`config.mk`:
```
export PLATFORM = sky130hd
export DESIGN_NAME = syn_update_seq
export DESIGN_NICKNAME = d
export VERILOG_FILES = /design/src/rtl/syn_seq_pkg.sv /design/src/rtl/syn_seq_dpath.sv /design/src/rtl/syn_seq_ctrl.sv /design/src/rtl/syn_update_seq.sv
export SDC_FILE = /design/constraint.sdc
export NUM_CORES = 1
export LEC_CHECK = 0
export BUFFER_PORTS_ARGS = -buffer_cell sky130_fd_sc_hd__buf_4
export CAP_MARGIN = 20
export CORE_MARGIN = 2
export CORE_UTILIZATION = 47
export CTS_CLUSTER_DIAMETER = 80
export CTS_CLUSTER_SIZE = 10
export DETAILED_ROUTE_END_ITERATION = 16
export PLACE_DENSITY = 0.75
export SYNTH_ARGS = -nofsm -noshare
export SYNTH_HDL_FRONTEND = slang
export SYNTH_SLANG_ARGS = --single-unit
```
`constraint.sdc`:
```
create_clock -name clk -period 2.3 [get_ports clk]
set_input_delay 0 -clock clk [delete_from_list [all_inputs] [get_ports clk]]
set_output_delay 0 -clock clk [all_outputs]
set_load 0.005 [all_outputs]
```
`src/rtl/syn_seq_pkg.sv`:
```
package syn_seq_pkg;
  localparam int CMD_W = 4;
  localparam logic [CMD_W-1:0] CMD_NONE  = 4'b0000;
  localparam logic [CMD_W-1:0] CMD_SENSE = 4'b0001;
  localparam logic [CMD_W-1:0] CMD_WRPRI = 4'b0010;
  localparam logic [CMD_W-1:0] CMD_WRCMP = 4'b0100;
  localparam logic [CMD_W-1:0] CMD_SETB  = 4'b1000;

  typedef enum logic [3:0] {
    ST_IDLE, ST_PRE_SENSE, ST_PRE_WAIT, ST_PULSE, ST_POST_SENSE,
    ST_POST_WAIT, ST_REC_SET, ST_REC_WRES, ST_FINISH
  } seqState_t;

  // strobes from control to datapath
  typedef struct packed {
    logic accept;    // capture request fields
    logic latchPre;  // capture first sense
    logic latchPost; // capture second sense
    logic loadCnt;   // load pulse counter
    logic selSet;    // counter source: SET width
    logic decCnt;    // count down
    logic finish;    // publish flip status
  } dpStrobe_t;
endpackage

```
`src/rtl/syn_seq_dpath.sv`:
```
module syn_seq_dpath
  import syn_seq_pkg::*;
#(
  parameter int ADDR_W = 10,
  parameter int CNT_W  = 8
) (
  input  logic              clk,
  input  logic              rstN,
  input  dpStrobe_t         stb,
  input  logic [ADDR_W-1:0] reqAddr,
  input  logic              reqDir,
  input  logic              senseBit,
  input  logic [CNT_W-1:0]  cfgWresetLen,
  input  logic [CNT_W-1:0]  cfgSetLen,
  output logic [ADDR_W-1:0] addrQ,
  output logic              dirQ,
  output logic              newW,
  output logic              flipDiff,
  output logic              cntZero,
  output logic              flipRecovered
);
  logic             preW;
  logic             flipQ;
  logic [CNT_W-1:0] cnt;
  logic [CNT_W-1:0] lenSel;

  assign lenSel   = stb.selSet ? cfgSetLen : cfgWresetLen;
  assign cntZero  = (cnt == '0);
  assign flipDiff = senseBit ^ preW;

  always_ff @(posedge clk) begin
    if (!rstN) begin
      addrQ         <= '0;
      dirQ          <= 1'b0;
      preW          <= 1'b0;
      newW          <= 1'b0;
      flipQ         <= 1'b0;
      flipRecovered <= 1'b0;
      cnt           <= '0;
    end else begin
      if (stb.accept) begin
        addrQ <= reqAddr;
        dirQ  <= reqDir;
        flipQ <= 1'b0;
      end
      if (stb.latchPre) preW <= senseBit;
      if (stb.latchPost) begin
        newW  <= senseBit;
        flipQ <= senseBit ^ preW;
      end
      if (stb.finish) flipRecovered <= flipQ;
      if (stb.loadCnt)
        cnt <= (lenSel == '0) ? '0 : lenSel - 1'b1;
      else if (stb.decCnt && !cntZero)
        cnt <= cnt - 1'b1;
    end
  end
endmodule

```
`src/rtl/syn_seq_ctrl.sv`:
```
module syn_seq_ctrl
  import syn_seq_pkg::*;
(
  input  logic             clk,
  input  logic             rstN,
  input  logic             reqValid,
  input  logic             cfgVerify,
  input  logic             senseValid,
  input  logic             flipDiff,
  input  logic             dirQ,
  input  logic             newW,
  input  logic             cntZero,
  output dpStrobe_t        stb,
  output logic             reqReady,
  output logic             busy,
  output logic             done,
  output logic             cmdValid,
  output logic [CMD_W-1:0] cmdCode
);
  seqState_t state, nextState;
  logic verifyQ;

  always_ff @(posedge clk) begin
    if (!rstN) begin
      state   <= ST_IDLE;
      verifyQ <= 1'b0;
    end else begin
      state <= nextState;
      if (state == ST_IDLE && reqValid) verifyQ <= cfgVerify;
    end
  end

  always_comb begin
    nextState = state;
    stb       = '0;
    unique case (state)
      ST_IDLE: if (reqValid) begin
        stb.accept = 1'b1;
        if (cfgVerify) nextState = ST_PRE_SENSE;
        else begin
          nextState   = ST_PULSE;
          stb.loadCnt = 1'b1;
        end
      end
      ST_PRE_SENSE: nextState = ST_PRE_WAIT;
      ST_PRE_WAIT: if (senseValid) begin
        stb.latchPre = 1'b1;
        stb.loadCnt  = 1'b1;
        nextState    = ST_PULSE;
      end
      ST_PULSE: begin
        if (cntZero) nextState = verifyQ ? ST_POST_SENSE : ST_FINISH;
        else stb.decCnt = 1'b1;
      end
      ST_POST_SENSE: nextState = ST_POST_WAIT;
      ST_POST_WAIT: if (senseValid) begin
        stb.latchPost = 1'b1;
        if (flipDiff) begin
          nextState   = ST_REC_SET;
          stb.loadCnt = 1'b1;
          stb.selSet  = 1'b1;
        end else nextState = ST_FINISH;
      end
      ST_REC_SET: begin
        if (cntZero) begin
          nextState   = ST_REC_WRES;
          stb.loadCnt = 1'b1;
        end else stb.decCnt = 1'b1;
      end
      ST_REC_WRES: begin
        if (cntZero) nextState = ST_FINISH;
        else stb.decCnt = 1'b1;
      end
      ST_FINISH: begin
        stb.finish = 1'b1;
        nextState  = ST_IDLE;
      end
      default: nextState = ST_IDLE;
    endcase
  end

  always_comb begin
    unique case (state)
      ST_PRE_SENSE, ST_POST_SENSE: cmdCode = CMD_SENSE;
      ST_PULSE:    cmdCode = dirQ ? CMD_WRPRI : CMD_WRCMP;
      ST_REC_SET:  cmdCode = CMD_SETB;
      ST_REC_WRES: cmdCode = newW ? CMD_WRPRI : CMD_WRCMP;
      default:     cmdCode = CMD_NONE;
    endcase
  end

  assign cmdValid = (cmdCode != CMD_NONE);
  assign reqReady = (state == ST_IDLE);
  assign busy     = !reqReady;
  assign done     = (state == ST_FINISH);
endmodule

```
`src/rtl/syn_update_seq.sv`:
```
module syn_update_seq
  import syn_seq_pkg::*;
#(
  parameter int ADDR_W = 10,
  parameter int CNT_W  = 8
) (
  input  logic              clk,
  input  logic              rstN,
  input  logic              reqValid,
  output logic              reqReady,
  input  logic [ADDR_W-1:0] reqAddr,
  input  logic              reqDir,
  input  logic              cfgVerify,
  input  logic [CNT_W-1:0]  cfgWresetLen,
  input  logic [CNT_W-1:0]  cfgSetLen,
  output logic              cmdValid,
  output logic [3:0]        cmdCode,
  output logic [ADDR_W-1:0] cmdAddr,
  input  logic              senseValid,
  input  logic              senseBit,
  output logic              busy,
  output logic              done,
  output logic              flipRecovered
);
  dpStrobe_t stb;
  logic dirQ, newW, flipDiff, cntZero;

  syn_seq_ctrl uCtrl (
    .clk(clk), .rstN(rstN), .reqValid(reqValid), .cfgVerify(cfgVerify),
    .senseValid(senseValid), .flipDiff(flipDiff), .dirQ(dirQ), .newW(newW),
    .cntZero(cntZero), .stb(stb), .reqReady(reqReady), .busy(busy),
    .done(done), .cmdValid(cmdValid), .cmdCode(cmdCode)
  );

  syn_seq_dpath #(.ADDR_W(ADDR_W), .CNT_W(CNT_W)) uDpath (
    .clk(clk), .rstN(rstN), .stb(stb), .reqAddr(reqAddr), .reqDir(reqDir),
    .senseBit(senseBit), .cfgWresetLen(cfgWresetLen), .cfgSetLen(cfgSetLen),
    .addrQ(cmdAddr), .dirQ(dirQ), .newW(newW), .flipDiff(flipDiff),
    .cntZero(cntZero), .flipRecovered(flipRecovered)
  );
endmodule

```
## After elaboration in Yosys (flattened, before gate mapping)

Index checks and enable logic that the tools add are counted.

| storage, ports and cells | value |
|---|---|
| flip-flop bits (word level) | 28 |
| bits of input ports | 33 |
| output and inout port bits | 19 |
| logic and storage cells | 73 |

| cells by class | value |
|---|---|
| $add $sub $neg | 2 |
| eq/ne operators | 14 |
| mux-type cells | 34 |
| bitwise operators | 1 |
| reduce and logical (&&, ||, !) cells | 13 |

Operators by type and width:

| cell | number |
|---|---|
| 2-to-1 mux 4 bit | 8 |
| 2-to-1 mux 8 bit | 4 |
| case mux 4 bit (8 select lines) | 1 |
| equality test 4 x 3 -> 1 bit, second input constant | 4 |
| logical NOT 8 bit | 2 |
| case mux 4 bit (4 select lines) | 1 |
| subtractor 8 x 1 -> 8 bit, second input constant | 2 |
| 2-to-1 mux 1 bit | 14 |
| 2-to-1 mux 3 bit | 3 |
| equality test 4 x 2 -> 1 bit, second input constant | 2 |
| inequality test 2 x 1 -> 1 bit, second input constant | 3 |
| inequality test 2 bit, second input constant | 3 |
| AND reduction 6 bit | 1 |
| equality test 4 x 1 -> 1 bit, second input constant | 1 |
| equality test 4 bit, second input constant | 1 |
| logical NOT 4 bit | 1 |
| 2-to-1 mux 2 bit | 2 |
| case mux 1 bit (4 select lines) | 1 |
| nonzero test 2 bit | 2 |
| nonzero test 4 bit | 1 |
| OR reduction 3 bit | 1 |
| logical AND 1 bit | 2 |
| logical NOT 1 bit | 2 |
| OR reduction 2 bit | 1 |
| XOR 1 bit | 1 |

## Logic depth before layout (Yosys ltp)

Gate-level depths: netlist of the first run.

| depth | value |
|---|---|
| depth after elaboration | 8 |
| mapped depth | 10 |

## Modules after synthesis

From an unflattened synthesis of the first run, not the netlist that was laid out.

| unflattened totals | value |
|---|---|
| cell total of the unflattened synthesis | 224 |
| area, all modules | 1,891.8 µm² |

Modules (own cells, without submodules):

| module | instances | cells an instance | area each (µm²) |
|---|---|---|---|
| syn_seq_dpath | 1 | 156 | 1,356.3 |
| syn_seq_ctrl | 1 | 68 | 535.5 |

## Worst setup path after synthesis of the first run

No wires, ideal clock.

| path | value |
|---|---|
| path type | register to register |
| from | register uCtrl.state[3] |
| to | register uDpath.cnt[6] |
| setup time | 0.075 ns |
| data arrival time | 2.197 ns |
| required time | 2.225 ns |
| path slack | 0.028 ns |
| stages on the path, launching flop included | 11 |
| path buffers | 1 |
| period minus slack after synthesis | 2.272 ns |
| cells stage by stage | dfxtp_1 -> and2b_1 -> nand4_2 -> buf_2 -> mux2i_1 -> ha_1 -> nand2b_1 -> nor4_1 -> xnor2_1 -> o22a_1 -> o22ai_1 |

| on the way | value |
|---|---|
| longest elaborated chain between the ends | 6 |

Ends and longest elaborated chain:

| element | RTL line | source |
|---|---|---|
| start, declared | syn_seq_ctrl.sv:20 | `seqState_t state, nextState;` |
| start signal, assigned | syn_seq_ctrl.sv:28 | `state <= nextState;` |
| equality test 4 x 3 -> 1 bit | syn_seq_ctrl.sv:36 | `unique case (state)` |
| 2-to-1 mux 1 bit | syn_seq_ctrl.sv:36 |  |
| 2-to-1 mux 8 bit | syn_seq_dpath.sv:27 | `assign lenSel = stb.selSet ? cfgSetLen : cfgWresetLen;` |
| subtractor 8 x 1 -> 8 bit / logical NOT 8 bit (equally long branches) | syn_seq_dpath.sv:53 | `cnt <= (lenSel == '0) ? '0 : lenSel - 1'b1;` |
| 2-to-1 mux 8 bit | syn_seq_dpath.sv:53 |  |
| 2-to-1 mux 8 bit | syn_seq_dpath.sv:52 | `if (stb.loadCnt)` |
| end signal, assigned | syn_seq_dpath.sv:53 |  |
| end signal, assigned | syn_seq_dpath.sv:55 | `cnt <= cnt - 1'b1;` |
| end, declared | syn_seq_dpath.sv:24 | `logic [CNT_W-1:0] cnt;` |

Parallel ways exist; a longest one is shown, timed or not.
A chain may end at the register's enable or synchronous reset.

## Worst setup path in the final report of the first run

| path | value |
|---|---|
| from | register uDpath.preW |
| to | register uDpath.cnt[2] |

| on the way | value |
|---|---|
| longest elaborated chain between the ends | 8 |

Ends and longest elaborated chain:

| element | RTL line | source |
|---|---|---|
| start, declared | syn_seq_dpath.sv:22 | `logic preW;` |
| start signal, assigned | syn_seq_dpath.sv:46 | `if (stb.latchPre) preW <= senseBit;` |
| XOR 1 bit * | syn_seq_dpath.sv:29 | `assign flipDiff = senseBit ^ preW;` |
| 2-to-1 mux 2 bit * | syn_seq_ctrl.sv:58 | `if (flipDiff) begin` |
| 2-to-1 mux 3 bit * | syn_seq_ctrl.sv:56 | `ST_POST_WAIT: if (senseValid) begin` |
| 2-to-1 mux 1 bit | syn_seq_ctrl.sv:36 |  |
| 2-to-1 mux 8 bit | syn_seq_dpath.sv:27 |  |
| subtractor 8 x 1 -> 8 bit / logical NOT 8 bit (equally long branches) | syn_seq_dpath.sv:53 |  |
| 2-to-1 mux 8 bit | syn_seq_dpath.sv:53 |  |
| 2-to-1 mux 8 bit | syn_seq_dpath.sv:52 |  |

Mark *: on every way between the ends. The rest lies on a longest branch, timed or not.

==> metrics.md, run 1 <==
| Metric | Value |
|---|---|
| Initial antenna violation count | 0 |
| Max FO, Critical Path | 4 |
| Worst slew pin tran | roughly 730 ps |
| Crit-path leading delay family | compound AO/OA/AOI/OAI gates |
| Rel. slew slack | 51.53% |
| CTS H-Tree Depth | 1 |
| Drt wl/cell | 14.27 µm |
| Number of synthesized flops with an enable pin | 0 |
| Commonest non-fill, non-tap cell in the layout | buf_4 |
| DR pass1 iterations | 4 |
| Syn. warnings | 0 |
| Seq/Total Area, Yosys | 29.59% |
| Worst R2R Setup Slack | 150 ps |
| Reg2reg end | uDpath.cnt[2]$_SDFFE_PN0P_ |
| Stages on the worst setup path | 9 |
| Peak supply drop | 0.6762 mV |
| Power per Cell Area | approximately 880 nW/µm² |
| Vias | between 1.5k and 2k |
| Syn_area_per_cell | 8.419 µm² |
| Non-Filler Instances | 339 |
| Tot Pwr | 0.002235 W |
| Required time of the critical path | 2480 ps |
| Via-per-instance ratio | 5.472 |
| Total CTS buffers | 3 |
| GRT overflow | 0 |
| Diodes inserted | 0 |
| Top_reg_cell synth | dfxtp_1 |
| Post-Synthesis Cells | 225 |
| Worst setup path category | reg -> reg |
| CP bufs+invs | 1 |
| Post-layout nets | roughly 330 |
| Final wirelength | 4837 µm |
| Gpl congestion | 0.8101 |
| Fin area | 2544 µm² |
| Post-DP Area | 2320 µm² |
| Overall routing resource usage | between 20 and 25% |
| Total of max-cap violations | 0 |
| Internal Pwr Total | 0.001367 W |
| CTS Sinks | 28 |
| Worst hold path depth | 3 |
| Synth unique cells | a little under 60 |
| Period Utilization, post-route | 93.48% |
| Clock Latency Late Sink | 270 ps |
| Skew final | between 7 and 8 ps |
| Crit. End Element | flip-flop |
| Seq cells post-synth | 28 |
| R2R cell count | 9 |
| CTS tree | done |
| R2r startpoint | uDpath.preW$_SDFFE_PN0P_ |
| Sequential power share | 30.2% |
| Die H | 67.49 µm |
| Placed wire-length estimate | 3453 µm |
| Post-Syn Area | 1894 µm² |
| Leak | 1.029 nW |
| # DRC | 0 |
| Die footprint | 4554 µm² |
| Combinational share of power | 52.4% |
| Worst hold path type | in -> reg |
| Inst Count DP | 323 |
| CP Cell Sequence | xor2_2 -> nand4_4 -> mux2i_2 -> buf_4 -> ha_1 -> nand3_1 -> nand2b_1 -> o22a_1 -> a311oi_2 |
| First-pass GRT wire length | 7783 µm |
| Hold Fails Final Rpt | 0 |
| Net switching power | between 0.0008 and 0.0009 W |
| Starting Density | 48.05% |
| FMAX | between 400 and 500 MHz |
| Fin crit period | 2150 ps |
| Width of the die | between 60 and 70 µm |
| Clock Path Buffers | 2 |
| Rows | 23 |
| Clock power frac | 17.4% |
| Startpoint class of the critical path | flip-flop |
| Worst-path clk slew | 100 ps |
| Max Slew Vio Count | 0 |
| Sw Ratio | 38.83% |
| Status | complete, no violations |
| Slowest stage cell on the critical path | dfxtp_1 |
| Area Overhead vs Synth | 34.28% |
| Antenna-violating nets left | 0 |
| Net Count, Synth | around 260 |
| Layout cells sized above 1 | a little under a third |
| Core area | 3943 µm² |
| CP endpoint | uDpath.cnt[2]$_SDFFE_PN0P_ |
| Number of global-route vias before repair | 1742 |
| Worst endpoint data arrival time | 2330 ps |
| Root Buffer | clkbuf_8 |
| Most frequent cells in the layout | buf_4, nand2_1, dfxtp_1, a21oi_1, nor2_1 |
| Critical path's largest stage delay | around 380 ps |
| Initial DRC count | 84 |
| Asr flop ratio synth | 0% |
| Port Buf Inserts | 51 |
| Beginning of the critical path | uDpath.preW$_SDFFE_PN0P_ |
| Largest net degree at the start of global routing | 23 |
| Setup violators final | 0 |
| I/O pins | 52 |
[power by group through the flow]
stage               Clock [W]  Combinational (W)  Sequential (W)
finish               0.000390            0.00117        0.000674
global route         0.000416            0.00129        0.000688
CTS                  0.000395            0.00116        0.000674
detailed placement          0            0.00113        0.000685
global placement            0            0.00112        0.000677
floorplan                   0           0.000841        0.000676
[per-layer routing]
layer | share of wire (%) | wire, µm | GRT usage [%] | up-vias
li1 | - | - | - | 934
met1 | 45 | 2154 | 28.56 | 862
met2 | 50 | 2408 | 38.36 | 57
met3 | 5.2 | 251 | 4.333 | 2
met4 | 0.45 | 22 | 3.316 | 0
met5 | 0 | 0 | 0 | -
[synth_stat cells (2+ instances only)]
cell type / instances / area share [%]
o31ai_1: 2 / 0.79
nand2b_1: 8 / 2.6
o22ai_2: 2 / 1.3
xor2_1: 8 / 3.7
inv_1: 8 / 1.6
buf_6: 5 / 3.0
dfxtp_1: 28 / 30
nor4_1: 6 / 2.0
ha_1: 4 / 2.6
a31oi_1: 2 / 0.66
clkbuf_1: 3 / 0.59
nand2_1: 35 / 6.9
nor4b_2: 2 / 1.6
mux2i_1: 8 / 4.2
nor3_1: 11 / 2.9
buf_2: 4 / 1.1
and2b_1: 2 / 0.79
nand3_1: 5 / 1.3
o32ai_1: 2 / 0.92
nor2_1: 13 / 2.6
nand4_1: 2 / 0.66
o22a_1: 3 / 1.4
a21oi_1: 16 / 4.2
xnor2_1: 9 / 4.2
o211ai_1: 3 / 1.2
or3_1: 2 / 0.66
[worst min-delay path by stage]
stage / startpoint / endpoint
2_1_floorplan: cfgVerify / uCtrl.verifyQ$_SDFFE_PN0P_
4_1_cts: senseBit / uDpath.newW$_SDFFE_PN0P_
3_5_place_dp: reqAddr[0] / uDpath.addrQ[0]$_SDFFE_PN0P_
3_3_place_gp: reqAddr[9] / uDpath.addrQ[9]$_SDFFE_PN0P_
5_1_grt: senseBit / uDpath.newW$_SDFFE_PN0P_
6_report: senseBit / uDpath.newW$_SDFFE_PN0P_
[cell type report]
type,instances,area [µm²]
clock inverters,1,30.03
inverters,8,30.03
multi-input cells,176,1241
fillers,311,1399
repair buffers,73,578.1
flip-flops and latches,28,560.5
clock buffers,3,41.29
well taps,50,62.56
[registers in the layout (all words and copies together) (netlist names)]
register              cells
uDpath.addrQ             10
uDpath.cnt                8
uCtrl.state               4
uCtrl.verifyQ             1
uDpath.dirQ               1
uDpath.flipQ              1
uDpath.flipRecovered      1
uDpath.newW               1
uDpath.preW               1
[logic make-up after synthesis]
group,share of synthesized area [%]
and+or+nand+nor,31.04
adders and majority gates,2.642
xor gates and xnor gates,7.860
AOI/OAI and AO/OA,17.44
DFF,29.59
buffers and inverters,6.605
muxes,4.822
[through the flow]
step                      setup slack, ps  setup TNS, ps  util, %  hold slack [ps]
after floorplan                     28.28              0        -            136.0
after global placement              185.5              0    58.84            246.0
after CTS                           56.33              0    63.88            15.29
after detailed placement            55.02              0    58.84            255.0
after global routing               -11.20         -11.20    64.52            11.52
final                               150.0              0    64.52            8.423
[worst min-delay path: cells and delay by family]
family / cells / cell delay (ps)
buffers and inverters: 1 / 110
muxes: 1 / 60
and+or+nand+nor: 1 / 80
[repair_timing]
action | in CTS | in global routing
cloned | 0 | 0
hold buffers | 12 | 0
buffers inserted | 0 | 0
gates resized for setup | 1 | 5
endpoints found under the setup margin | 1 | 2
endpoints found under the hold margin | 12 | 0
No activity file was read; power rests on OpenSTA's default activity.
==> run 2, diff against run 1 <==
--- a/config.mk
+++ b/config.mk
@@ -5,14 +5,14 @@
 export SDC_FILE = /design/constraint.sdc
 export NUM_CORES = 1
 export LEC_CHECK = 0
-export BUFFER_PORTS_ARGS = -buffer_cell sky130_fd_sc_hd__buf_4
 export CAP_MARGIN = 20
 export CORE_MARGIN = 2
-export CORE_UTILIZATION = 47
+export CORE_UTILIZATION = 57
 export CTS_CLUSTER_DIAMETER = 80
 export CTS_CLUSTER_SIZE = 10
 export DETAILED_ROUTE_END_ITERATION = 16
-export PLACE_DENSITY = 0.75
+export DONT_BUFFER_PORTS = 1
+export PLACE_DENSITY = 0.74
 export SYNTH_ARGS = -nofsm -noshare
 export SYNTH_HDL_FRONTEND = slang
 export SYNTH_SLANG_ARGS = --single-unit
==> metrics.md, run 2 (synthesis gave the netlist of run 1 again) <==
| Metric | Value |
|---|---|
| Worst R2R Setup Slack | 220 ps (was 150 ps) |
| Setup violators final | 0 (unchanged) |
| CTS H-Tree Depth | 1 (unchanged) |
| Worst-path clk slew | 150 ps (was 100 ps) |
| Overall routing resource usage | 26.29% (was 22.02%) |
| RSZ-0062 raised after global routing | no |
| Post-layout nets | 281 (was 327) |
| Top Registers | uDpath.addrQ (10), uDpath.cnt (8), uCtrl.state (4) (unchanged) |
| Flip-flop count of the largest register after layout | 10 (unchanged) |
| Antenna-violating nets left | 0 (unchanged) |
| Required time of the critical path | 2560 ps (was 2480 ps) |
| CP Cell Sequence | and2b_2 -> nand4_4 -> mux2i_2 -> ha_2 -> nand2b_1 -> nor4_2 -> xnor2_1 -> o22a_1 -> o22ai_1 (was xor2_2 -> nand4_4 -> mux2i_2 -> buf_4 -> ha_1 -> nand3_1 -> nand2b_1 -> o22a_1 -> a311oi_2) |
| Initial antenna violation count | 0 (unchanged) |
| FMAX | 480.0 MHz (was 465.1 MHz) |
| Max Slew Vio Count | 0 (unchanged) |
| Biggest register | uDpath.addrQ (unchanged) |
| Core area | 3103 µm² (was 3943 µm²) |
| Vias | 1705 (was 1855) |
| Port Buf Inserts | 0 (was 51) |
| Drt wl/cell | 16.42 µm (was 14.27 µm) |
| CP bufs+invs | 0 (was 1) |
| Fin crit period | 2083 ps (was 2150 ps) |
| Gpl congestion | 0.9351 (was 0.8101) |
| Worst slew pin tran | 668.7 ps (was 726.2 ps) |
| Fin area | 2206 µm² (was 2544 µm²) |
| Crit. End Element | flip-flop (unchanged) |
| Total CTS buffers | 3 (unchanged) |
| Initial DRC count | 107 (was 84) |
| Skew final | 7.541 ps (was 7.960 ps) |
| Rel. slew slack | 55.37% (was 51.53%) |
| Worst hold path type | in -> reg (unchanged) |
| DR pass1 iterations | 4 (unchanged) |
| Power per Cell Area | 916.0 nW/µm² (was 878.6 nW/µm²) |
| Worst setup path category | reg -> reg (unchanged) |
| Status | complete, no violations (unchanged) |
| Peak supply drop | 0.5159 mV (was 0.6762 mV) |
| Via-per-instance ratio | 5.941 (was 5.472) |
| Largest net degree at the start of global routing | 23 (unchanged) |
| Startpoint class of the critical path | flip-flop (unchanged) |
| Final wirelength | 4712 µm (was 4837 µm) |
| Diodes inserted | 0 (unchanged) |
| Die H | 61.65 µm (was 67.49 µm) |
| Max FO, Critical Path | 4 (unchanged) |
| Most frequent cells in the layout | nand2_1, dfxtp_1, dlygate4sd3_1, a21oi_1, nor2_1 (was buf_4, nand2_1, dfxtp_1, a21oi_1, nor2_1) |
| Clock Latency Late Sink | 320 ps (was 270 ps) |
| Layout cells sized above 1 | 18.11% (was 30.80%) |
| Clock Path Buffers | 2 (unchanged) |
| Hold Fails Final Rpt | 0 (unchanged) |
| Width of the die | 61.65 µm (was 67.49 µm) |
| Die footprint | 3801 µm² (was 4554 µm²) |
| Total of max-cap violations | 0 (unchanged) |
| CTS Sinks | 28 (unchanged) |
| Starting Density | 61.05% (was 48.05%) |
| Post-CTS setup buffers | 0 (unchanged) |
| Area Overhead vs Synth | 16.45% (was 34.28%) |
| Number of global-route vias before repair | 1637 (was 1742) |
| Placed wire-length estimate | 3349 µm (was 3453 µm) |
| Worst endpoint data arrival time | 2340 ps (was 2330 ps) |
| Slowest stage cell on the critical path | dfxtp_2 (was dfxtp_1) |
| I/O pins | 52 (unchanged) |
| Crit-path leading delay family | simple AND/OR/NAND/NOR gates (was compound AO/OA/AOI/OAI gates) |
| Critical path's largest stage delay | 370 ps (was 380 ps) |
| GRT overflow | 0 (unchanged) |
| Root Buffer | clkbuf_4 (was clkbuf_8) |
| Setup TNS | 0 ps (unchanged) |
| Commonest non-fill, non-tap cell in the layout | nand2_1 (was buf_4) |
| Rows | 20 (was 23) |
| # DRC | 0 (unchanged) |
| First-pass GRT wire length | 7452 µm (was 7783 µm) |
| Final core occ | 71.09% (was 64.52%) |
| CTS tree | done (unchanged) |
| Period Utilization, post-route | 90.58% (was 93.48%) |
| Post-DP Area | 1922 µm² (was 2320 µm²) |
| Leak | 0.7915 nW (was 1.029 nW) |
-- run 2: cell count changes in the layout (fill, tap and decap cells not counted), sizes merged --
cell / delta
buf: -52
dlygate4sd3: +6
-- run 2: final timing paths --
kind | endpoint | cells after the start | from
worst min-delay path | uDpath.cnt[6]$_SDFFE_PN0P_ | 3 | cfgSetLen[6]
worst min register to register | uCtrl.verifyQ$_SDFFE_PN0P_ | 2 | uCtrl.verifyQ$_SDFFE_PN0P_
worst max register to register | uDpath.cnt[6]$_SDFFE_PN0P_ | 9 | uCtrl.state[3]$_SDFFE_PN0P_
worst max-delay path | uDpath.cnt[6]$_SDFFE_PN0P_ | 9 | uCtrl.state[3]$_SDFFE_PN0P_
-- run 2: power breakdown --
group          internal, W  total [W]  switching, W  leakage [nW]
logic             0.000423    0.00101      0.000588         0.534
clock network     0.000176   0.000319      0.000142        0.0279
registers         0.000594   0.000691     0.0000967         0.230
-- run 2: final cells by class --
cell class	count	area, µm²
multi-input combinational	176	1256
fill	244	897.1
sequential	28	564.3
timing repair buffer	27	247.7
tap	44	55.05
clock inverter	1	30.03
inverter	8	30.03
clock buffer	3	22.52
-- run 2: worst register-to-register path, delay by kind of cell (launching register included) --
| kind | cells | cell delay (ps) |
|---|---|---|
| AND/OR/NAND/NOR | 4 | 670 |
| AO/OA/AOI/OAI | 2 | 360 |
| multiplexers | 1 | 260 |
| XOR/XNOR | 1 | 90 |
| adder cells (fa/ha/maj) | 1 | 280 |
| flip-flops | 1 | 370 |
-- run 2: timing repair --
action | in CTS | in global routing
hold endpoints to repair | 25 | 0
endpoints found under the setup margin | 0 | 6
hold buffers | 18 | 0
resized for setup | 0 | 13
-- run 2: stage by stage --
stage          hold WS (ps)  power, W  worst slack, ps  instances
2_1_floorplan         136.0  0.001517            28.28        225
4_1_cts               14.71  0.001995            66.21        287
6_report              23.08  0.002021            216.7        287
3_3_place_gp          137.8  0.001604            258.9        265
3_5_place_dp          140.4  0.001650            117.9        265
5_1_grt               36.46  0.002156            16.46        287
-- run 2: layer usage --
layer	share of wire (%)	wire [µm]	global-route usage, %	vias up
met1	45	2141	36.79	807
li1	-	-	-	836
met5	0	0	0	-
met4	0.40	19	7.599	0
met3	5.4	253	4.832	2
met2	49	2298	41.35	60
